--- config.mk ---
export PLATFORM = sky130hd
export DESIGN_NAME = dual_mode_watchdog
export DESIGN_NICKNAME = d
export VERILOG_FILES = /design/src/rtl/wdc_pkg.sv /design/src/rtl/wdc_prescaler.sv /design/src/rtl/wdc_tick_counter.sv /design/src/rtl/wdc_feed_guard.sv /design/src/rtl/wdc_reset_stretch.sv /design/src/rtl/dual_mode_watchdog.sv
export SDC_FILE = /design/constraint.sdc
export NUM_CORES = 1
export LEC_CHECK = 0
export BUFFER_PORTS_ARGS = -buffer_cell sky130_fd_sc_hd__buf_2
export CAP_MARGIN = 20
export CORE_MARGIN = 2
export CORE_UTILIZATION = 35
export CTS_CLUSTER_DIAMETER = 60
export DETAILED_ROUTE_END_ITERATION = 16
export GPL_ROUTABILITY_DRIVEN = 0
export PLACE_DENSITY = 0.62
export SLEW_MARGIN = 20
export SYNTH_ARGS = -nofsm -noshare
export SYNTH_HDL_FRONTEND = slang
export SYNTH_SLANG_ARGS = --single-unit
--- constraint.sdc ---
create_clock -name clk -period 2.8 [get_ports clk]
set_clock_uncertainty 0.2 [all_clocks]
set_input_delay 0.28 -clock clk [delete_from_list [all_inputs] [get_ports clk]]
set_output_delay 0.28 -clock clk [all_outputs]
set_load 0.05 [all_outputs]
--- src/rtl/wdc_pkg.sv ---
package wdc_pkg;

    localparam int unsigned CNT_W  = 8;
    localparam int unsigned DATA_W = CNT_W;
    localparam int unsigned ADDR_W = 2;

    localparam logic [ADDR_W-1:0] ADDR_CTRL   = 2'd0;
    localparam logic [ADDR_W-1:0] ADDR_RELOAD = 2'd1;
    localparam logic [ADDR_W-1:0] ADDR_FEED   = 2'd2;

    localparam int unsigned BIT_RUN     = 0;
    localparam int unsigned BIT_REFRESH = 1;
    localparam int unsigned BIT_FLAG    = 2;
    localparam int unsigned BIT_RSTEN   = 3;
    localparam int unsigned BIT_FORCE   = 6;

    localparam logic [DATA_W-1:0] FEED_FIRST  = 8'h1E;
    localparam logic [DATA_W-1:0] FEED_SECOND = 8'hE1;

    localparam logic [CNT_W-1:0] CNT_MAX  = '1;
    localparam logic [CNT_W-1:0] CNT_WRAP = CNT_MAX - 1'b1;

    typedef enum logic [1:0] {
        FEED_IDLE = 2'd0,
        FEED_HALF = 2'd1,
        FEED_OPEN = 2'd2
    } feed_state_e;

    typedef struct packed {
        logic force_on;
        logic rst_en;
        logic flag;
        logic run;
    } ctrl_t;

    function automatic logic [DATA_W-1:0] ctrl_to_byte(ctrl_t c);
        logic [DATA_W-1:0] b;
        b            = '0;
        b[BIT_RUN]   = c.run;
        b[BIT_FLAG]  = c.flag;
        b[BIT_RSTEN] = c.rst_en;
        b[BIT_FORCE] = c.force_on;
        return b;
    endfunction

    function automatic logic at_wrap(logic [CNT_W-1:0] v);
        return v >= CNT_WRAP;
    endfunction

endpackage

--- src/rtl/wdc_prescaler.sv ---
module wdc_prescaler #(
    parameter int unsigned DIV = 344064,
    parameter int unsigned PW  = 19
) (
    input  logic          clk,
    input  logic          srst,
    input  logic          clear,
    input  logic          enable,
    output logic          tick,
    output logic [PW-1:0] phase
);
    localparam logic [PW-1:0] LAST = PW'(DIV - 1);

    always_ff @(posedge clk) begin
        if (srst || clear) begin
            phase <= '0;
        end else if (enable) begin
            phase <= (phase == LAST) ? '0 : phase + 1'b1;
        end
    end

    assign tick = enable && !clear && !srst && (phase == LAST);

endmodule

--- src/rtl/wdc_tick_counter.sv ---
module wdc_tick_counter
    import wdc_pkg::*;
(
    input  logic             clk,
    input  logic             srst,
    input  logic             load,
    input  logic             tick,
    input  logic [CNT_W-1:0] reload,
    output logic             ovf
);
    logic [CNT_W-1:0] count;

    always_ff @(posedge clk) begin
        if (srst) begin
            count <= '0;
        end else if (load) begin
            count <= reload;
        end else if (tick) begin
            count <= at_wrap(count) ? reload : count + 1'b1;
        end
    end

    assign ovf = tick && !load && !srst && at_wrap(count);

    AST_WRAP_RELOAD: assert property (@(posedge clk) disable iff (srst)
        (tick && !load && at_wrap(count)) |=> (count == $past(reload)));

endmodule

--- src/rtl/wdc_feed_guard.sv ---
module wdc_feed_guard
    import wdc_pkg::*;
(
    input  logic              clk,
    input  logic              srst,
    input  logic              bus_we,
    input  logic [ADDR_W-1:0] bus_addr,
    input  logic [DATA_W-1:0] bus_wdata,
    output logic              unlocked
);
    feed_state_e state_q, state_d;

    always_comb begin
        state_d = state_q;
        if (bus_we) begin
            if (bus_addr == ADDR_FEED && bus_wdata == FEED_FIRST) begin
                state_d = FEED_HALF;
            end else if (state_q == FEED_HALF && bus_addr == ADDR_FEED
                         && bus_wdata == FEED_SECOND) begin
                state_d = FEED_OPEN;
            end else begin
                state_d = FEED_IDLE;
            end
        end
    end

    always_ff @(posedge clk) begin
        if (srst) state_q <= FEED_IDLE;
        else      state_q <= state_d;
    end

    assign unlocked = (state_q == FEED_OPEN);

    AST_FEED_ONE_SHOT: assert property (@(posedge clk) disable iff (srst)
        (unlocked && bus_we) |=> !unlocked);

endmodule

--- src/rtl/wdc_reset_stretch.sv ---
module wdc_reset_stretch #(
    parameter int unsigned DIV = 344064,
    parameter int unsigned SW  = 19
) (
    input  logic clk,
    input  logic srst,
    input  logic trigger,
    output logic pulse
);
    localparam logic [SW-1:0] WIDTH = SW'(DIV);

    logic [SW-1:0] remain;

    always_ff @(posedge clk) begin
        if (srst) begin
            remain <= '0;
        end else if (trigger) begin
            remain <= WIDTH;
        end else if (remain != '0) begin
            remain <= remain - 1'b1;
        end
    end

    assign pulse = (remain != '0);

    AST_RST_MIN_WIDTH: assert property (@(posedge clk) disable iff (srst)
        $rose(pulse) |=> pulse);

endmodule

--- src/rtl/dual_mode_watchdog.sv ---
module dual_mode_watchdog
    import wdc_pkg::*;
#(
    parameter int unsigned DIV = 344064
) (
    input  logic              clk,
    input  logic              por_rst,
    input  logic              wd_rst_in,
    input  logic              bus_we,
    input  logic [ADDR_W-1:0] bus_addr,
    input  logic [DATA_W-1:0] bus_wdata,
    output logic [DATA_W-1:0] bus_rdata,
    input  logic              irq_en,
    output logic              wdt_reset_out,
    output logic              irq_out,
    output logic              ovf_flag
);
    localparam int unsigned PW = (DIV > 1) ? $clog2(DIV) : 1;
    localparam int unsigned SW = $clog2(DIV + 1);

    ctrl_t            ctrl_q;
    logic [CNT_W-1:0] reload_q;
    logic             unlocked;
    logic             work_rst;
    logic             wr_ctrl, wr_reload;
    logic             ctrl_ok, reload_ok;
    logic             refresh;
    logic             active;
    logic             tick;
    logic             ovf;
    logic [PW-1:0]    phase;
    logic             unused_wdata_bits;

    assign work_rst  = por_rst || wd_rst_in;
    assign wr_ctrl   = bus_we && (bus_addr == ADDR_CTRL);
    assign wr_reload = bus_we && (bus_addr == ADDR_RELOAD);
    assign ctrl_ok   = wr_ctrl && (!ctrl_q.rst_en || unlocked) && !wd_rst_in;
    assign reload_ok = wr_reload && (!ctrl_q.rst_en || unlocked) && !wd_rst_in;
    assign refresh   = ctrl_ok && bus_wdata[BIT_REFRESH];
    assign active    = ctrl_q.run || ctrl_q.force_on;
    assign unused_wdata_bits = ^{bus_wdata[7], bus_wdata[5:4]};

    wdc_feed_guard u_guard (
        .clk       (clk),
        .srst      (work_rst),
        .bus_we    (bus_we),
        .bus_addr  (bus_addr),
        .bus_wdata (bus_wdata),
        .unlocked  (unlocked)
    );

    wdc_prescaler #(.DIV(DIV), .PW(PW)) u_pre (
        .clk    (clk),
        .srst   (work_rst),
        .clear  (refresh),
        .enable (active),
        .tick   (tick),
        .phase  (phase)
    );

    wdc_tick_counter u_cnt (
        .clk    (clk),
        .srst   (work_rst),
        .load   (refresh),
        .tick   (tick),
        .reload (reload_q),
        .ovf    (ovf)
    );

    wdc_reset_stretch #(.DIV(DIV), .SW(SW)) u_stretch (
        .clk     (clk),
        .srst    (por_rst),
        .trigger (ovf && ctrl_q.rst_en),
        .pulse   (wdt_reset_out)
    );

    always_ff @(posedge clk) begin
        if (por_rst) begin
            ctrl_q   <= '0;
            reload_q <= '0;
        end else begin
            if (ctrl_ok && bus_wdata[BIT_RSTEN]) begin
                ctrl_q.rst_en <= 1'b1;
            end
            if (ovf) begin
                ctrl_q.flag <= 1'b1;
            end else if (ctrl_ok && bus_wdata[BIT_FLAG]) begin
                ctrl_q.flag <= 1'b0;
            end
            if (wd_rst_in) begin
                ctrl_q.run      <= 1'b0;
                ctrl_q.force_on <= 1'b0;
                reload_q        <= '0;
            end else begin
                if (ctrl_ok) begin
                    ctrl_q.run      <= bus_wdata[BIT_RUN];
                    ctrl_q.force_on <= ctrl_q.force_on | bus_wdata[BIT_FORCE];
                end
                if (reload_ok) begin
                    reload_q <= bus_wdata;
                end
            end
        end
    end

    always_comb begin
        unique case (bus_addr)
            ADDR_CTRL:   bus_rdata = ctrl_to_byte(ctrl_q);
            ADDR_RELOAD: bus_rdata = reload_q;
            default:     bus_rdata = '0;
        endcase
    end

    assign ovf_flag = ctrl_q.flag;
    assign irq_out  = ctrl_q.flag && irq_en && !ctrl_q.rst_en;

    AST_RSTEN_STICKY: assert property (@(posedge clk) disable iff (por_rst)
        ctrl_q.rst_en |=> ctrl_q.rst_en);

    AST_LOCKED_CTRL: assert property (@(posedge clk) disable iff (por_rst)
        (ctrl_q.rst_en && wr_ctrl && !unlocked && !wd_rst_in)
        |=> ($stable(ctrl_q.run) && $stable(ctrl_q.force_on)));

    AST_FORCE_RUNS: assert property (@(posedge clk) disable iff (por_rst)
        (ctrl_q.force_on && !refresh && !wd_rst_in) |=> (phase != $past(phase)));

    AST_WD_OVF_RESET: assert property (@(posedge clk) disable iff (por_rst)
        (ovf && ctrl_q.rst_en) |=> wdt_reset_out);

    AST_OVF_SETS_FLAG: assert property (@(posedge clk) disable iff (por_rst)
        ovf |=> ctrl_q.flag);

    AST_LOCKED_FLAG: assert property (@(posedge clk) disable iff (por_rst)
        (ctrl_q.flag && ctrl_q.rst_en && wr_ctrl && !unlocked) |=> ctrl_q.flag);

endmodule

Word level (Yosys, flattened, before mapping)
Index checks and enable logic that the tools add are counted.

word-level totals
  flip-flop bits (word level) = 60
  input port bits = 15
  output and inout bits = 11
  word-level logic and storage cells = 69

operators by class
  add/sub/neg operators = 3
  $lt $le $gt $ge = 1
  eq/ne operators = 7
  multiplexer cells = 11
  bitwise gates (word level) = 1
  reductions and logical operators = 36

operators by type and width
  operator               count
  $mux 19                3
  $mux 8                 3
  $logic_and 1x1->1      21
  $add 19x1->19 const B  1
  $eq 19x19->1 const B   1
  $reduce_bool 19->1     1
  $sub 19x1->19 const B  1
  $pmux 8 s2             1
  $add 8x1->8 const B    1
  $eq 8x5->1 const B     1
  $eq 8x8->1 const B     1
  $ge 8x8->1 const B     1
  $reduce_bool 2->1      3
  $eq 2x1->1 const B     2
  $eq 2x2->1 const B     2
  $logic_not 1->1        4
  $logic_or 1x1->1       4
  $mux 2                 2
  $reduce_or 2->1        2
  $logic_not 2->1        1
  $mux 1                 2
  $or 1x1->1             1

Logic depth before layout (Yosys ltp)
  depth in word-level cells = 14
  gate-level depth with buffers = 8

Modules after synthesis
A second synthesis with hierarchy kept.

second synthesis, totals
  cell total of the unflattened synthesis = 378
  area total of the unflattened synthesis = 3303.2 µm²

modules (own cells, without submodules)
  module              instances  cells an instance  area each (µm²)  sequential area each (µm²)
  wdc_reset_stretch   1          118                1011.0           380.4
  wdc_prescaler       1          106                964.7            380.4
  dual_mode_watchdog  1          71                 654.4            240.2
  wdc_tick_counter    1          69                 531.8            160.2
  wdc_feed_guard      1          14                 141.4            40.0

Worst setup path after synthesis
No wires, ideal clock.

  kind = reg2reg
  from = register u_stretch.remain[8]
  to = register u_stretch.remain[1]
  setup time = 0.087 ns
  arrival time = 1.948 ns
  required time = 2.513 ns
  slack = 0.566 ns
  cell stages (with the launch flop) = 6
  cells stage by stage = dfxtp_1 -> nor4_1 -> nand4_2 -> nor4_4 -> inv_1 -> a211oi_1

between the ends
  cells in the longest elaborated chain, start to end = 1

ends and longest elaborated chain
  element                 line                      RTL
  start, declared         wdc_reset_stretch.sv:12   logic [SW-1:0] remain;
  start signal, assigned  wdc_reset_stretch.sv:20   remain <= remain - 1'b1;
  $reduce_bool 19->1      --
  via wdt_reset_out       dual_mode_watchdog.sv:14  output logic wdt_reset_out,

The timed path passes the listed nets, and every way through them passes these cells.
A chain may end at the register's enable or synchronous reset.

Worst setup path after layout
  from = register u_stretch.remain[8]
  to = output port wdt_reset_out

between the ends
  cells in the longest elaborated chain, start to end = 1

ends and longest elaborated chain
  element             line                      RTL
  $reduce_bool 19->1  wdc_reset_stretch.sv:24   assign pulse = (remain != '0);
  end, declared       dual_mode_watchdog.sv:14

No other way between the ends.

==> results.cfg <==
[setup_path]
r2r_cells = 6
crit_type = reg2out
startpoint_type = flop
setup.worst_path.end_class = primary output
cp.required_ns = 2.32
cp.arrival_ns = 2.03
ff2ff_setup_slack_ns = 0.31
reg2reg_from = u_pre.phase[0]
r2r_end = u_stretch.remain[17]
crit_fanout = 7

[logic_synthesis]
netlist-cell-type-count = 56
synth_top_family_by_area = simple AND/OR/NAND/NOR gates
syn_inst = 358
synth_ff_type = dfxtp_1
ys_seq_area_share_pct = 38.7
synth_compound_area_share_pct = 12.1
yosys-mux-area-fraction_pct = 4.51
synth_area_um2 = 3100
synthSimpleGateAreaFrac_pct = 32.4
synth_nets = 378
synthAdderAreaFrac_pct = 2.02
yosys_register_bits = 60
synth-edff-count = 0
synth_async_sr_flop_share_pct = 0
yosysWarnings = 0
syn_area_per_cell_um2 = 8.67
synth_xor_area_share_pct = 7.34

[global_route]
first_global_vias = 2445
antenna_found_initial = 0
grt_pass1_wl_mm = 11.5
track_usage_pct = 14.8
overflow = 0
grt_max_degree = 18

[sta]
setup_viol = 0
layout_min_cycle_time_ns = 2.51
max_freq_ghz = 0.398
worst_pin_slew_ns = 0.600
final_max_slew_viol_count = 0
rsz0062_at_grt = no
hold_viol_final = 0
timing.setup.tns_ns = 0
fin_crit_sh_pct = 89.8
slew_headroom_pct = 59.8

[detailed_routing]
ant_nets = 0
vias_per_cell = 5.33
num_vias = 2690
drtPass1Iterations = 4
drc = 0
wl_per_cell_um = 13.6
dr.first_iter.drc_count = 83
wirelength_mm = 6.85

[pwr]
power_density_nw_per_um2 = 788
leakagePower_nw = 1.32
vdd_drop_max_mv = 0.411
power_mw = 2.84

[die]
die_x_um = 98.2
core_area_um2 = 8680
rows = 34
start_util_pct = 35.8
pin_count = 26
die_y_um = 98.2
die_area_um2 = 9640

[cells_and_area]
stdcell_area_um2 = 3610
fin_nets = 412
area_delta_synth_final_pct = 16.2
fillers = 861
drive_gt1_share_pct = 16.4
num_antenna_cells = 0

[clock_network]
htreeDepth = 3
insertion_delay_ns = 0.34
cts_setup_buffers = 0
clk_path_buf_depth = 2
ctsRootBufferMaster = clkbuf_8
clk_pin_slew_ns = 0.07
cts_buffers = 9
cts_tree = done
numClockSinks = 60

[min_path]
hold_depth = 3
hp-class = in2reg
holdPathEnd = reload_q[7]
hold_start = bus_wdata[7]

[run_status]
outcome = complete, no violations

[placement]
io_buffers = 25
dpl.hpwl_mm = 4.92
post_dp_cell_area_um2 = 3360

[run]
drv_cap = 0
## cell usage after synthesis (2+ instances only)
master / count / area [um^2]
a211oi_1: 3 / 22.5
a21oi_1: 14 / 70.1
a21oi_2: 4 / 35.0
a31oi_1: 3 / 18.8
and2_1: 6 / 37.5
and3_1: 3 / 18.8
and4_1: 4 / 35.0
buf_6: 3 / 33.8
clkbuf_1: 6 / 22.5
dfxtp_1: 60 / 1200
ha_1: 5 / 62.6
inv_1: 8 / 30.0
mux2i_1: 14 / 140
nand2_1: 23 / 86.3
nand2b_1: 5 / 31.3
nand3_1: 14 / 70.1
nand3b_1: 2 / 15.0
nand4_1: 13 / 81.3
nand4_2: 2 / 25.0
nor2_1: 61 / 229
nor2b_1: 3 / 18.8
nor3_1: 9 / 45.0
nor3b_1: 3 / 22.5
nor4_1: 7 / 43.8
nor4_4: 3 / 63.8
nor4b_1: 2 / 17.5
o211ai_1: 2 / 15.0
o21ai_0: 14 / 70.1
o31ai_1: 2 / 15.0
or3_1: 6 / 37.5
or4_1: 5 / 37.5
xnor2_1: 6 / 52.6
xor2_1: 20 / 175
## placed cells by master, fill, tap and decap left out, types with 2 or more instances in the layout
| cell | instances |
|---|---|
| a21oi_2 | 4 |
| buf_2 | 25 |
| or4_1 | 5 |
| ha_1 | 5 |
| and4_1 | 4 |
| nor3_1 | 9 |
| nor2_1 | 61 |
| nor4_4 | 3 |
| nand2b_1 | 5 |
| and2_1 | 6 |
| inv_1 | 8 |
| and3_1 | 3 |
| dfxtp_1 | 60 |
| a31oi_1 | 3 |
| nand2_1 | 23 |
| nor3b_1 | 3 |
| o211ai_1 | 2 |
| o31ai_1 | 2 |
| clkbuf_8 | 12 |
| or3_1 | 6 |
| bufinv_16 | 2 |
| xor2_1 | 20 |
| xnor2_1 | 6 |
| nand4_2 | 2 |
| nand4_1 | 13 |
| buf_4 | 7 |
| nor2b_1 | 3 |
| nor4b_1 | 2 |
| nor4_1 | 6 |
| o21ai_0 | 14 |
| mux2i_1 | 14 |
| nand3_1 | 14 |
| a211oi_1 | 3 |
| a21oi_1 | 14 |
| clkinv_2 | 2 |
| nand3b_1 | 2 |
## cells by family after synthesis
logic type | count (synthesis)
simple gates | 181
flops | 60
compound gates | 54
xor+xnor | 26
buf+inv | 18
mux | 14
fa+ha+maj | 5
## worst max path at each step
stage	start	to	slack, ns
5_1_grt	u_stretch.remain[8]	wdt_reset_out	0.13
2_1_floorplan	u_stretch.remain[8]	u_stretch.remain[1]	0.57
3_5_place_dp	u_pre.phase[0]	u_stretch.remain[1]	0.32
4_1_cts	u_stretch.remain[8]	wdt_reset_out	0.14
3_3_place_gp	u_pre.phase[0]	u_stretch.remain[1]	0.32
6_report	u_stretch.remain[8]	wdt_reset_out	0.29
## final cells by class
| class | instances | area (um^2) | share of cell area, % |
|---|---|---|---|
| Multi-Input combinational cell | 280 | 1820 | 50.4 |
| Tap cell | 108 | 135 | 3.75 |
| Sequential cell | 60 | 1200 | 33.3 |
| Timing Repair Buffer | 33 | 188 | 5.20 |
| Inverter | 8 | 30.0 | 0.832 |
| Clock inverter | 4 | 70.1 | 1.94 |
| Clock buffer | 12 | 165 | 4.58 |
## metrics by stage
stage / hold slack, ns / setup WS, ns / std cells / util, %
final: 0.0132 / 0.285 / 505 / 41.6
after global placement: 0.269 / 0.324 / 488 / 38.7
after floorplan: 0.149 / 0.566 / 358 / -
after CTS: 0.00482 / 0.136 / 505 / 41.5
after global routing: 0.0255 / 0.128 / 505 / 41.6
after detailed placement: 0.282 / 0.315 / 488 / 38.7
## worst max-delay path, stage by stage (launching register included)
cell	delay (ns)
dfxtp_1	0.37
nor4_2	0.43
nand4_2	0.22
nor4_4	0.27
inv_1	0.16
buf_2	0.24
## routing by layer
layer,share of wire [%],track usage [%]
met1,49,19.4
met4,2.4,7.27
met3,5.2,4.51
met2,43,22.3
met5,0,0
## sequential cells by signal, summed over array words and instances, names as in the netlist
name / flops
u_guard.state_q: 2
u_stretch.remain: 19
u_pre.phase: 19
ovf_flag: 1
ctrl_q: 3
reload_q: 8
u_cnt.count: 8
## repair_timing
item,in CTS,in global routing
hold buffers,1,0
setup endpoints to repair,0,1
endpoints found under the hold margin,3,0
resized for setup,0,1
## report_power, final
| group | internal, mW | switching [mW] | total, mW |
|---|---|---|---|
| clock | 0.571 | 0.344 | 0.915 |
| combinational | 0.356 | 0.488 | 0.844 |
| sequential | 0.958 | 0.127 | 1.09 |
| total | 1.89 | 0.959 | 2.84 |
Power figures use the tool's default switching activity.
